===== config.mk =====
export PLATFORM = sky130hd
export DESIGN_NAME = tctx_window
export DESIGN_NICKNAME = d
export VERILOG_FILES = /design/src/rtl/tctx_pkg.sv /design/src/rtl/tctx_access_gate.sv /design/src/rtl/tctx_prio_pick.sv /design/src/rtl/tctx_cam_match.sv /design/src/rtl/tctx_window.sv
export SDC_FILE = /design/constraint.sdc
export NUM_CORES = 1
export LEC_CHECK = 0
export ABC_AREA = 1
export BUFFER_PORTS_ARGS = -buffer_cell sky130_fd_sc_hd__clkbuf_2
export CAP_MARGIN = 0
export CORE_AREA = 2 2 236 238
export CTS_CLUSTER_SIZE = 40
export DETAILED_ROUTE_END_ITERATION = 10
export DIE_AREA = 0 0 238 240
export GPL_TIMING_DRIVEN = 0
export PLACE_DENSITY = 0.67
export SKIP_CTS_REPAIR_TIMING = 1
export SLEW_MARGIN = 20
export SYNTH_ARGS = -nofsm -noshare
export SYNTH_HDL_FRONTEND = slang
export SYNTH_HIERARCHICAL = 1
export SYNTH_SLANG_ARGS = --single-unit

===== constraint.sdc =====
create_clock -name clk -period 4.9 [get_ports clk]
set_input_delay 0.245 -clock clk [delete_from_list [all_inputs] [get_ports clk]]
set_output_delay 0.245 -clock clk [all_outputs]
set_load 0.1 [all_outputs]

===== src/rtl/tctx_pkg.sv =====
`timescale 1ns/1ps
package tctx_pkg;
    localparam int RING_USER = 0;
    localparam int RING_OS   = 1;
    localparam int RING_POOL = 2;
    localparam int RING_PHYS = 3;

    // byte offsets inside the OS ring
    localparam int OS_CUR_PRIO = 0;
    localparam int OS_PEND     = 1;
    localparam int OS_ACK      = 2;
    localparam int OS_SLOT     = 4;

    localparam logic [7:0] PRIO_NONE = 8'hFF;

    typedef enum logic [1:0] {
        PG_HW   = 2'd0,
        PG_HV   = 2'd1,
        PG_OS   = 2'd2,
        PG_USER = 2'd3
    } page_e;
endpackage


===== src/rtl/tctx_access_gate.sv =====
`timescale 1ns/1ps
module tctx_access_gate #(
    parameter int RING_N = 4,
    parameter int RING_W = 2
) (
    input  logic [RING_W-1:0] page,
    input  logic [RING_W-1:0] ring,
    output logic              allow
);
    localparam logic [RING_W-1:0] TOP_RING = RING_W'(RING_N - 1);

    // a page of privilege p reaches rings up to TOP_RING - p
    assign allow = (ring <= (TOP_RING - page));
endmodule


===== src/rtl/tctx_prio_pick.sv =====
`timescale 1ns/1ps
module tctx_prio_pick #(
    parameter int PRIO_N = 8,
    parameter int PRIO_W = 3
) (
    input  logic [PRIO_N-1:0] pend,
    output logic              found,
    output logic [PRIO_W-1:0] idx
);
    logic [PRIO_N-1:0] first;

    generate
        for (genvar i = 0; i < PRIO_N; i++) begin : g_first
            localparam logic [PRIO_N-1:0] LOWER = (PRIO_N'(1) << i) - PRIO_N'(1);
            assign first[i] = pend[i] && ((pend & LOWER) == '0);
        end
    endgenerate

    always_comb begin
        idx = '0;
        for (int k = 0; k < PRIO_N; k++) begin
            if (first[k]) begin
                idx = PRIO_W'(k);
            end
        end
    end

    assign found = |pend;
endmodule


===== src/rtl/tctx_cam_match.sv =====
`timescale 1ns/1ps
module tctx_cam_match #(
    parameter int BLK_W = 4,
    parameter int IDX_W = 19
) (
    input  logic [31:0]      slot,
    input  logic [BLK_W-1:0] blk,
    input  logic [IDX_W-1:0] idx,
    output logic             hit
);
    localparam int CAM_W = BLK_W + IDX_W;

    logic [CAM_W-1:0] line;

    assign line = (CAM_W'(blk) << IDX_W) | CAM_W'(idx);
    assign hit  = slot[31] && (slot[CAM_W-1:0] == line);
endmodule


===== src/rtl/tctx_window.sv =====
`timescale 1ns/1ps
module tctx_window
    import tctx_pkg::*;
#(
    parameter int RING_N     = 4,
    parameter int RING_BYTES = 16,
    parameter int PRIO_N     = 8,
    parameter int BLK_W      = 4,
    parameter int IDX_W      = 19,
    localparam int RING_W    = $clog2(RING_N),
    localparam int BYTE_W    = $clog2(RING_BYTES),
    localparam int ADDR_W    = 2 * RING_W + BYTE_W,
    localparam int PRIO_W    = $clog2(PRIO_N)
) (
    input  logic              clk,
    input  logic              rst_n,
    input  logic              req_valid,
    input  logic              req_write,
    input  logic [ADDR_W-1:0] req_addr,
    input  logic [7:0]        req_wdata,
    output logic              rsp_valid,
    output logic [7:0]        rsp_rdata,
    input  logic              notify_valid,
    input  logic [BLK_W-1:0]  notify_blk,
    input  logic [IDX_W-1:0]  notify_idx,
    input  logic [PRIO_W-1:0] notify_prio,
    output logic              exc_out
);
    localparam int CTX_BYTES = RING_N * RING_BYTES;
    localparam int FLAT_W    = RING_W + BYTE_W;
    localparam int CUR_IX    = RING_OS * RING_BYTES + OS_CUR_PRIO;
    localparam int PEND_IX   = RING_OS * RING_BYTES + OS_PEND;
    localparam int SLOT_IX   = RING_OS * RING_BYTES + OS_SLOT;

    typedef struct packed {
        logic [CTX_BYTES-1:0][7:0] ctx;
        logic                      rsp_v;
        logic [7:0]                rdata;
        logic                      exc;
    } st_t;

    st_t st_q, st_mid, st_d;

    // address split
    logic [RING_W-1:0] pg, rg;
    logic [BYTE_W-1:0] by;
    logic [FLAT_W-1:0] flat;
    logic              is_ack;

    assign {pg, rg, by} = req_addr;
    assign flat         = {rg, by};
    assign is_ack       = (rg == RING_W'(RING_OS)) && (by == BYTE_W'(OS_ACK));

    logic allow;
    tctx_access_gate #(.RING_N(RING_N), .RING_W(RING_W)) u_gate (
        .page (pg),
        .ring (rg),
        .allow(allow)
    );

    logic              now_found;
    logic [PRIO_W-1:0] now_idx;
    tctx_prio_pick #(.PRIO_N(PRIO_N), .PRIO_W(PRIO_W)) u_pick_now (
        .pend (st_q.ctx[PEND_IX][PRIO_N-1:0]),
        .found(now_found),
        .idx  (now_idx)
    );

    logic [31:0] slot_word;
    logic        cam_hit;
    assign slot_word = {st_q.ctx[SLOT_IX], st_q.ctx[SLOT_IX+1],
                        st_q.ctx[SLOT_IX+2], st_q.ctx[SLOT_IX+3]};

    tctx_cam_match #(.BLK_W(BLK_W), .IDX_W(IDX_W)) u_cam (
        .slot(slot_word),
        .blk (notify_blk),
        .idx (notify_idx),
        .hit (cam_hit)
    );

    // access and notification step
    always_comb begin
        st_mid       = st_q;
        st_mid.rsp_v = 1'b0;
        st_mid.rdata = '0;
        if (req_valid) begin
            if (!req_write) begin
                st_mid.rsp_v = 1'b1;
                if (allow) begin
                    if (is_ack) begin
                        if (now_found) begin
                            st_mid.rdata                  = 8'(now_idx);
                            st_mid.ctx[PEND_IX][now_idx]  = 1'b0;
                            st_mid.ctx[CUR_IX]            = 8'(now_idx);
                        end else begin
                            st_mid.rdata = PRIO_NONE;
                        end
                    end else begin
                        st_mid.rdata = st_q.ctx[flat];
                    end
                end
            end else if (allow && !is_ack) begin
                st_mid.ctx[flat] = req_wdata;
            end
        end
        if (notify_valid && cam_hit) begin
            st_mid.ctx[PEND_IX][notify_prio] = 1'b1;
        end
    end

    logic              nxt_found;
    logic [PRIO_W-1:0] nxt_idx;
    tctx_prio_pick #(.PRIO_N(PRIO_N), .PRIO_W(PRIO_W)) u_pick_nxt (
        .pend (st_mid.ctx[PEND_IX][PRIO_N-1:0]),
        .found(nxt_found),
        .idx  (nxt_idx)
    );

    // exception decision on the updated state
    always_comb begin
        st_d     = st_mid;
        st_d.exc = nxt_found && (8'(nxt_idx) < st_mid.ctx[CUR_IX]);
    end

    always_ff @(posedge clk or negedge rst_n) begin
        if (!rst_n) begin
            st_q              <= '0;
            st_q.ctx[CUR_IX]  <= PRIO_NONE;
        end else begin
            st_q <= st_d;
        end
    end

    assign rsp_valid = st_q.rsp_v;
    assign rsp_rdata = st_q.rdata;
    assign exc_out   = st_q.exc;

    // observation points for the bound checker
    logic [7:0] cur_prio;
    logic [7:0] pend_set;
    assign cur_prio = st_q.ctx[CUR_IX];
    assign pend_set = st_q.ctx[PEND_IX];
endmodule


==> Word-level counts from Yosys, hierarchy flattened <==
Cells that the tools add are included.
{ "word_totals": {"romBits": 0, "out_inout_bits": 10, "mem_bits_rw": 0, "latchBits": 0, "word_cells": 158, "regBits": 522, "memories": 0, "input_bits": 47} }
{ "classes": {"div_mod_pow": 0, "n_addsub": 1, "mux": 35, "shifts": 0, "order_cmp": 8, "n_reduce_logical": 40, "bitwise": 4, "n_eq_ne": 3, "multipliers": 0} }
{ "ops": {"columns": ["operator", "n"], "rows": [
  ["512-bit bitwise mux", 1],
  ["153-bit 2-to-1 mux", 1],
  ["144-bit 2-to-1 mux", 1],
  ["128-bit 2-to-1 mux", 1],
  ["8-bit logical NOT", 14],
  ["16-bit 2-to-1 mux", 4],
  ["8-bit binary-select mux with 6-bit select", 1],
  ["8-bit demux with 6-bit select", 1],
  ["8-bit 2-to-1 mux", 6],
  ["3-bit 2-to-1 mux", 12],
  ["23-bit equality test", 1],
  ["23-bit by 19-bit OR with 23-bit output", 1],
  ["1-bit logical AND", 22],
  ["8-bit OR reduction", 2],
  ["9-bit 2-to-1 mux", 1],
  ["8-bit bitwise AND", 1],
  ["3-bit by 4-bit < comparator with 1-bit output (second input constant)", 2],
  ["3-bit by 8-bit < comparator with 1-bit output", 1],
  ["8-bit NOT", 1],
  ["8-bit OR", 1],
  ["6-bit by 7-bit < comparator with 1-bit output (second input constant)", 1],
  ["1-bit demux with 3-bit select", 2],
  ["3-bit by 1-bit >= comparator with 1-bit output (second input constant)", 2],
  ["6-bit by 1-bit >= comparator with 1-bit output (second input constant)", 1],
  ["7 further kinds", 10]
]} }

==> Longest topological paths before layout <==
Gate-level depths: netlist of run 1.
{ "depth": {"depth_word": 33, "mapped_depth": 25, "ltp_nobuf": 25} }

==> By module <==
The synthesis of run 1 kept the hierarchy.
{ "by_module_without_submodules": {"columns": ["module", "area_each_um2", "seq_area_each_um2", "cells_per_inst", "n_inst"], "rows": [
  ["tctx_window", 23561.3, 13072.5, 2892, 1],
  ["tctx_cam_match", 471.7, 0.0, 120, 1],
  ["tctx_prio_pick", 105.1, 0.0, 23, 2],
  ["tctx_access_gate", 55.1, 0.0, 10, 1]
]} }

==> Worst setup path before layout of run 1 <==
Ideal clock, no wire load.
{ "synth_timing": {"path_type": "input -> register", "from": "in req_addr[2]", "to": "reg st_q, in the netlist exc_out", "setup_time_ps": 77, "arrival_ps": 2687, "path_buffers": 3, "path_slack_ps": 2135, "path_stages": 22, "t_required_ps": 4823, "cell_sequence": "inv_1 buf_2 nand3_1 inv_2 buf_2 buf_2 nand3_1 nor2_1 inv_2 o311ai_0 o211ai_1 nor2_2 nand2_2 nor2_2 nand2_1 nand2_1 ha_1 nand2_1 nand2_1 nand2_1 nand2_1 a21oi_1"} }
{ "synth_rtl": {"columns": ["item", "line_no", "rtl"], "rows": [
  ["start, declared", "tctx_window.sv:19", "input logic [ADDR_W-1:0] req_addr,"],
  ["end signal, assigned", "tctx_window.sv:130", "st_q <= st_d;"],
  ["end, declared", "tctx_window.sv:42", "st_t st_q, st_mid, st_d;"]
]} }

==> results of run 1 <==
[flip-flops by register name (all words and copies together), names as in the netlist]
signal / count
cur_prio: 8
exc_out: 1
rsp_valid: 1
slot_word: 32
rsp_rdata: 8
pend_set: 8
st_q: 464
[cell families after synthesis]
logic type	Yosys count	share of synthesized area
fa+ha+maj	4	0.00206
simple gates	1395	0.230
flops	522	0.538
mux	16	0.00659
buf+inv	420	0.0686
xor+xnor	1	0.000361
compound gates	710	0.154
[worst max-delay path, delay by kind of cell]
kind / cells / cell delay, ns
AO/OA/AOI/OAI: 3 / 0.47
adder cells (fa/ha/maj): 1 / 0.22
buffers and inverters: 7 / 1.78
AND/OR/NAND/NOR: 12 / 1.73
[cell usage in the layout (no fill, tap or decap), drive strengths merged]
master and instances:
mux2i 16, xnor2 1, diode 3, clkinvlp 1
nand4 41, nand3 58, and2 1, a21boi 1
a31oi 3, ha 4, o2111ai 4, o22ai 9
o21ai 534, nor4 1, a21oi 103, or3 1
nor2 121, dfrtp 514, a221oi 1, or2 9
buf 67, nand2 1130, o211ai 8, o221ai 3
inv 214, nand3b 15, clkbuf 288, dlygate4sd3 3
dfstp 8, o311ai 3, clkinv 10, and3 3
a22oi 36, o2bb2ai 5, nor3 15
[routing by layer]
metal | global-route usage | up-vias
met5 | 0 | -
met4 | 0.178 | 4
met3 | 0.106 | 330
met2 | 0.487 | 1514
met1 | 0.441 | 11000
li1 | - | 10100
[power groups by stage]
stage | combinational, mW | sequential (mW) | clock (mW)
floorplan | 0.558 | 4.82 | 0
global placement | 1.01 | 4.84 | 0
finish | 1.09 | 4.78 | 4.18
CTS | 1.06 | 4.77 | 4.17
global route | 1.18 | 4.80 | 4.36
detailed placement | 1.05 | 4.84 | 0
[through the flow]
step | setup TNS, ns | cells | instance area (um2) | worst slack (ns) | utilization
after global routing | 0 | 3935 | 27500 | 0.759 | 0.503
after floorplan | 0 | 3068 | 24300 | 2.14 | -
final | 0 | 3938 | 27500 | 1.00 | 0.503
after CTS | 0 | 3931 | 27400 | 1.21 | 0.502
after detailed placement | 0 | 3831 | 25700 | 0.568 | 0.470
after global placement | -4450.01 | 3823 | 25400 | -8.65 | 0.465
[worst max path at each step]
stage,from,endpoint
6_report,req_addr[2],exc_out
5_1_grt,req_addr[2],exc_out
4_1_cts,req_addr[2],exc_out
3_5_place_dp,req_addr[2],exc_out
3_3_place_gp,rst_n,st_q[373]
2_1_floorplan,req_addr[2],exc_out
[layout make-up]
class | count | area (um2) | share of cell area
antenna | 3 | 7.51 | 0.000273
buffer | 202 | 858 | 0.0312
clock buffer | 93 | 1740 | 0.0633
clock inverter | 7 | 41.3 | 0.00150
inverter | 218 | 818 | 0.0298
multi-input combinational | 2126 | 9570 | 0.348
sequential | 522 | 13100 | 0.475
tap | 704 | 881 | 0.0320
timing repair buffer | 63 | 509 | 0.0185
==> summary.txt, run 1 <==
Status
  • Outcome: complete, no violations

Logic synthesis
  • Yosys top cell area share: 0.529
  • Ys Warns: 6
  • Top post-synthesis cells by area: dfrtp_1 (53%), nand2_1 (17%), o21ai_0 (11%)
  • Syn Area/Cell: 7.92 um2
  • Post-synth EDFFs: 0
  • Most used DFF post-synth: dfrtp_1
  • Syn nets: 3,119
  • Synth cell count leaders: nand2_1 (1,128), o21ai_0 (524), dfrtp_1 (514)
  • Synth cell types: 41
  • Synthesized instance count: 3,068
  • Count leader, synth: nand2_1
  • Register area share after synthesis: 0.538
  • Area leader, netlist: dfrtp_1
  • Post-Syn Area: 24,300 um2
  • Synth Register Bits: 522
  • Synth async-reset ratio: 1.00

Route
  • Final wirelength: 95,000 um
  • Met1 WL: 36,600 um
  • Antenna Nets Post-Route: 0
  • Highest Signal Layer: met5
  • Met2 WL: 40,300 um
  • Drt drc: 0
  • DR iter-0 viols: 3,401
  • WL met3: 12,600 um
  • Wire length per cell: 24.1 um
  • DR vias/cell: 5.84
  • Drt first pass iters: 6
  • Vias: 23,000

Hold path
  • Tightest Hold Check Type: in -> reg
  • Hold path startpoint: notify_prio[0]
  • Hold path depth: 4
  • Hold endpoint: pend_set[4]

Pwr
  • Pwr Density: 365 nW/um2
  • Share of power burned in registers: 0.475
  • Worst vdd ir: 0.000282 V
  • Switch share: 0.275
  • Combinational cell fraction of total power: 0.108
  • Net Sw Power: 2.76 mW
  • Cell internal pwr: 7.29 mW
  • Clock network fraction of design power: 0.416
  • Leak: 12.9 nW
  • Tot Pwr: 10.0 mW

Die
  • Die extent in y: 240 um
  • Top Ports: 57
  • Core ar.: 54,700 um2
  • Initial core utilization: 0.445
  • FP Rows: 86
  • Die width: 238 um
  • Die footprint: 57,100 um2

Setup path
  • R2R cell count: 19
  • Reg2reg start: pend_set[2]
  • CP Launch Type: input pin
  • Worst R2R End: exc_out
  • Crit path top cell by count: nand2_1
  • Crit-path max cell delay: 0.51 ns
  • CP Class: in -> reg
  • Worst Path Arrival: 4.45 ns
  • Slowest library cell on the worst path: buf_2
  • Max Fanout on Critical Path: 10
  • WP data required: 5.45 ns
  • Ordered cell list for the critical path: clkbuf_2, inv_1, buf_2, nand3_1, inv_2, buf_2, buf_2, nand3_1, nor2_1, inv_2, o311ai_0, o211ai_1, nor2_2, nand2_2, nor2_2, nand2_1, nand2_1, ha_1, nand2_1, nand2_1, nand2_1, nand2_1, a21oi_1
  • R2r setup slk: 1.83 ns
  • Critical path endpoint category: flip-flop

Timing
  • Tcrit/Tclk final: 0.795
  • RSZ-0062 raised after global routing: no
  • Max Freq: 0.257 GHz
  • WHS: 0.0220 ns
  • Final hold vios: 0
  • Fin. max-slew vios: 0
  • Slew margin rel.: 0.141
  • Final min period: 3.90 ns
  • Worst Skew: 0.0230 ns
  • Final setup fails: 0
  • Worst Max-Slew Pin Slew: 1.29 ns

Clock tree
  • Max Root-Sink Buffers: 3
  • CTS tree: yes
  • CTS H-Tree Depth: 2
  • Clk slew on worst S/H paths: 0.06 ns
  • Clk Latency, worst-skew pair: 0.63 ns
  • Total CTS buffers: 55
  • CTS Sinks: 522
  • Root Driver: clkbuf_16

Place
  • Half-perimeter wire length after placement: 65,000 um
  • GP Congestion: 0.981
  • Buffers on Ports: 51

Run
  • Max-cap violations: 0

Global route
  • First-pass GRT wire length: 138,000 um
  • Total global-route track usage: 0.333
  • Remaining Overflow, GRT: 0
  • Pin count of the biggest net entering global routing: 80
  • Vias in the first global route: 21,100
  • Antenna violations before repair: 6

Layout
  • Share of cells above drive strength 1: 0.0768
  • Final-layout fill cell count: 5,249
  • Fin nets: 3,239
  • Synth-to-Final Area Change: 13.2%
Note: power is estimated with default switching activity, not from simulation.
==> inputs of run 2 (changes only) <==
Settings changed: PLACE_DENSITY 0.67 to 0.69.
Clock period 4.9 ns to 3.5 ns, I/O delays scaled along.
==> summary.txt, run 2 (synthesis results as in run 1) <==
Place
  • Pre-CTS worst setup slack: -0.849 ns (was 0.568 ns)
  • Buffers on Ports: 51 (unchanged)
  • Placed Cells: 3,830 (was 3,831)
  • GP Congestion: 0.978 (was 0.981)
  • Half-perimeter wire length after placement: 63,900 um (was 65,000 um)
  • Dpl cell area: 25,600 um2 (was 25,700 um2)

Die
  • Core ar.: 54,700 um2 (unchanged)
  • FP Rows: 86 (unchanged)
  • Top Ports: 57 (unchanged)
  • Initial core utilization: 0.445 (unchanged)
  • Die width: 238 um (unchanged)
  • Die footprint: 57,100 um2 (unchanged)
  • Die extent in y: 240 um (unchanged)

Setup path
  • Worst R2R End: exc_out (unchanged)
  • R2r setup slk: 0.49 ns (was 1.83 ns)
  • R2R cell count: 19 (unchanged)
  • Setup crit start: req_addr[2] (unchanged)
  • Reg2reg start: pend_set[1] (was pend_set[2])
  • Critical path endpoint category: flip-flop (unchanged)
  • Max Fanout on Critical Path: 10 (unchanged)
  • Critical path destination: rsp_rdata[1] (was exc_out)
  • WP data required: 4.06 ns (was 5.45 ns)
  • CP Class: in -> reg (unchanged)
  • Worst Path Arrival: 3.95 ns (was 4.45 ns)
  • CP Launch Type: input pin (unchanged)

Status
  • Failing checks: negative hold slack
  • Outcome: complete, but fails checks (was complete, no violations)

Layout
  • Most frequent cells in the layout: nand2_1 (1,128), o21ai_0 (524), dfrtp_1 (514) (unchanged)
  • Final instance area: 27,600 um2 (was 27,500 um2)
  • Post-route non-filler standard cell count: 3,937 (was 3,938)
  • Max reg flops: 464 (unchanged)
  • Synth-to-Final Area Change: 13.6% (was 13.2%)
  • Biggest register: st_q (unchanged)
  • Share of cells above drive strength 1: 0.0789 (was 0.0768)
  • Most common cell after layout, fill and taps aside: nand2_1 (unchanged)
  • Fin nets: 3,239 (unchanged)

Clock tree
  • Clk slew on worst S/H paths: 0.06 ns (about the same)
  • CTS H-Tree Depth: 2 (unchanged)
  • Max Root-Sink Buffers: 3 (unchanged)
  • Clk Latency, worst-skew pair: 0.62 ns (was 0.63 ns)
  • CTS Sinks: 522 (unchanged)
  • Root Driver: clkbuf_16 (unchanged)
  • Total CTS buffers: 54 (was 55)
  • CTS tree: yes (unchanged)

Pwr
  • Share of power burned in registers: 0.464 (was 0.475)
  • Worst vdd ir: 0.000414 V (was 0.000282 V)
  • Net Sw Power: 3.94 mW (was 2.76 mW)
  • Leak: 12.9 nW (about the same)
  • Combinational cell fraction of total power: 0.106 (was 0.108)
  • Switch share: 0.273 (was 0.275)
  • Tot Pwr: 14.4 mW (was 10.0 mW)
  • Cell internal pwr: 10.5 mW (was 7.29 mW)
  • Pwr Density: 522 nW/um2 (was 365 nW/um2)
  • Clock network fraction of design power: 0.430 (was 0.416)

Timing
  • Fin. max-slew vios: 0 (unchanged)
  • Final hold vios: 5 (was 0)
  • Worst Max-Slew Pin Slew: 1.33 ns (was 1.29 ns)
  • Final min period: 3.39 ns
  • Tcrit/Tclk final: 0.969
  • Worst Skew: 0.0198 ns (was 0.0230 ns)
  • Max Freq: 0.295 GHz
  • WHS: -0.0296 ns (was 0.0220 ns)
  • Final setup fails: 0 (unchanged)
  • Slew margin rel.: 0.104 (was 0.141)
  • Final WS setup: 0.110 ns (was 1.00 ns)
  • RSZ-0062 raised after global routing: no (unchanged)

Route
  • DR iter-0 viols: 3,674 (was 3,401)
  • Drt first pass iters: 8 (was 6)
  • DR vias/cell: 5.92 (was 5.84)
  • Vias: 23,300 (was 23,000)
  • Drt drc: 0 (unchanged)
  • Antenna Nets Post-Route: 0 (unchanged)
  • Wire length per cell: 24.1 um (about the same)
  • Final wirelength: 95,000 um (about the same)

Global route
  • Remaining Overflow, GRT: 0 (unchanged)
  • Vias in the first global route: 21,500 (was 21,100)
  • Pin count of the biggest net entering global routing: 93 (was 80)
  • Total global-route track usage: 0.333 (about the same)
  • Antenna violations before repair: 5 (was 6)
  • First-pass GRT wire length: 139,000 um (was 138,000 um)

Hold path
  • Tightest Hold Check Type: in -> reg (unchanged)

Run
  • Max-cap violations: 0 (unchanged)
-- run 2: critical path, cell delays in order --
cell        delay, ns
clkbuf_2         0.15
inv_1            0.10
buf_2            0.28
nand3_1          0.65
clkinvlp_4       0.26
buf_4            0.21
clkbuf_1         0.91
nand2_1          0.13
nand4_1          0.14
o21ai_0          0.19
nand2_1          0.34
nor2_1           0.14
nand3_1          0.14
nand2_1          0.06
inv_1            0.05
-- run 2: routing by layer --
| layer | routed length (um) | up-vias | track usage | part of all wire |
|---|---|---|---|---|
| met2 | 39700 | 1688 | 0.486 | 0.42 |
| met5 | 80 | - | 0 | 0.00084 |
| met4 | 6190 | 10 | 0.190 | 0.065 |
| li1 | - | 10100 | - | - |
| met3 | 13000 | 366 | 0.105 | 0.14 |
| met1 | 36000 | 11100 | 0.439 | 0.38 |
-- run 2: worst min path at each step --
stage / slack, ns / to / depth (start not counted) / start
finish: -0.03 / pend_set[4] / 4 / notify_prio[0]
global route: 0.003 / st_q[398] / 3 / req_wdata[4]
CTS: -0.44 / st_q[301] / 1 / rst_n
detailed placement: 0.20 / st_q[365] / 1 / rst_n
global placement: 0.44 / st_q[158] / 1 / st_q[158]
floorplan: -0.12 / exc_out / 0 / rst_n
-- run 2: power by group through the flow --
stage | clock network, mW | registers, mW | logic, mW
floorplan | 0 | 6.75 | 0.781
global placement | 0 | 6.78 | 1.41
detailed placement | 0 | 6.77 | 1.47
CTS | 6.16 | 6.67 | 1.47
global route | 6.41 | 6.72 | 1.66
finish | 6.19 | 6.68 | 1.53
-- run 2: layout make-up --
| type | instances | area (um2) |
|---|---|---|
| Clock inverter | 22 | 275 |
| Antenna cell | 1 | 2.50 |
| Sequential cell | 522 | 13100 |
| Fill cell | 5310 | 27100 |
| Buffer | 201 | 857 |
| Clock buffer | 78 | 1610 |
| Timing Repair Buffer | 65 | 503 |
| Inverter | 218 | 822 |
| Tap cell | 704 | 881 |
| Multi-Input combinational cell | 2126 | 9580 |
-- run 2: per-stage QoR --
stage	TNS (ns)	utilization
finish	0	0.505
global route	0	0.505
detailed placement	-3.24	0.469
CTS	-0.229	0.503
global placement	-5130.18	0.465
floorplan	0	-
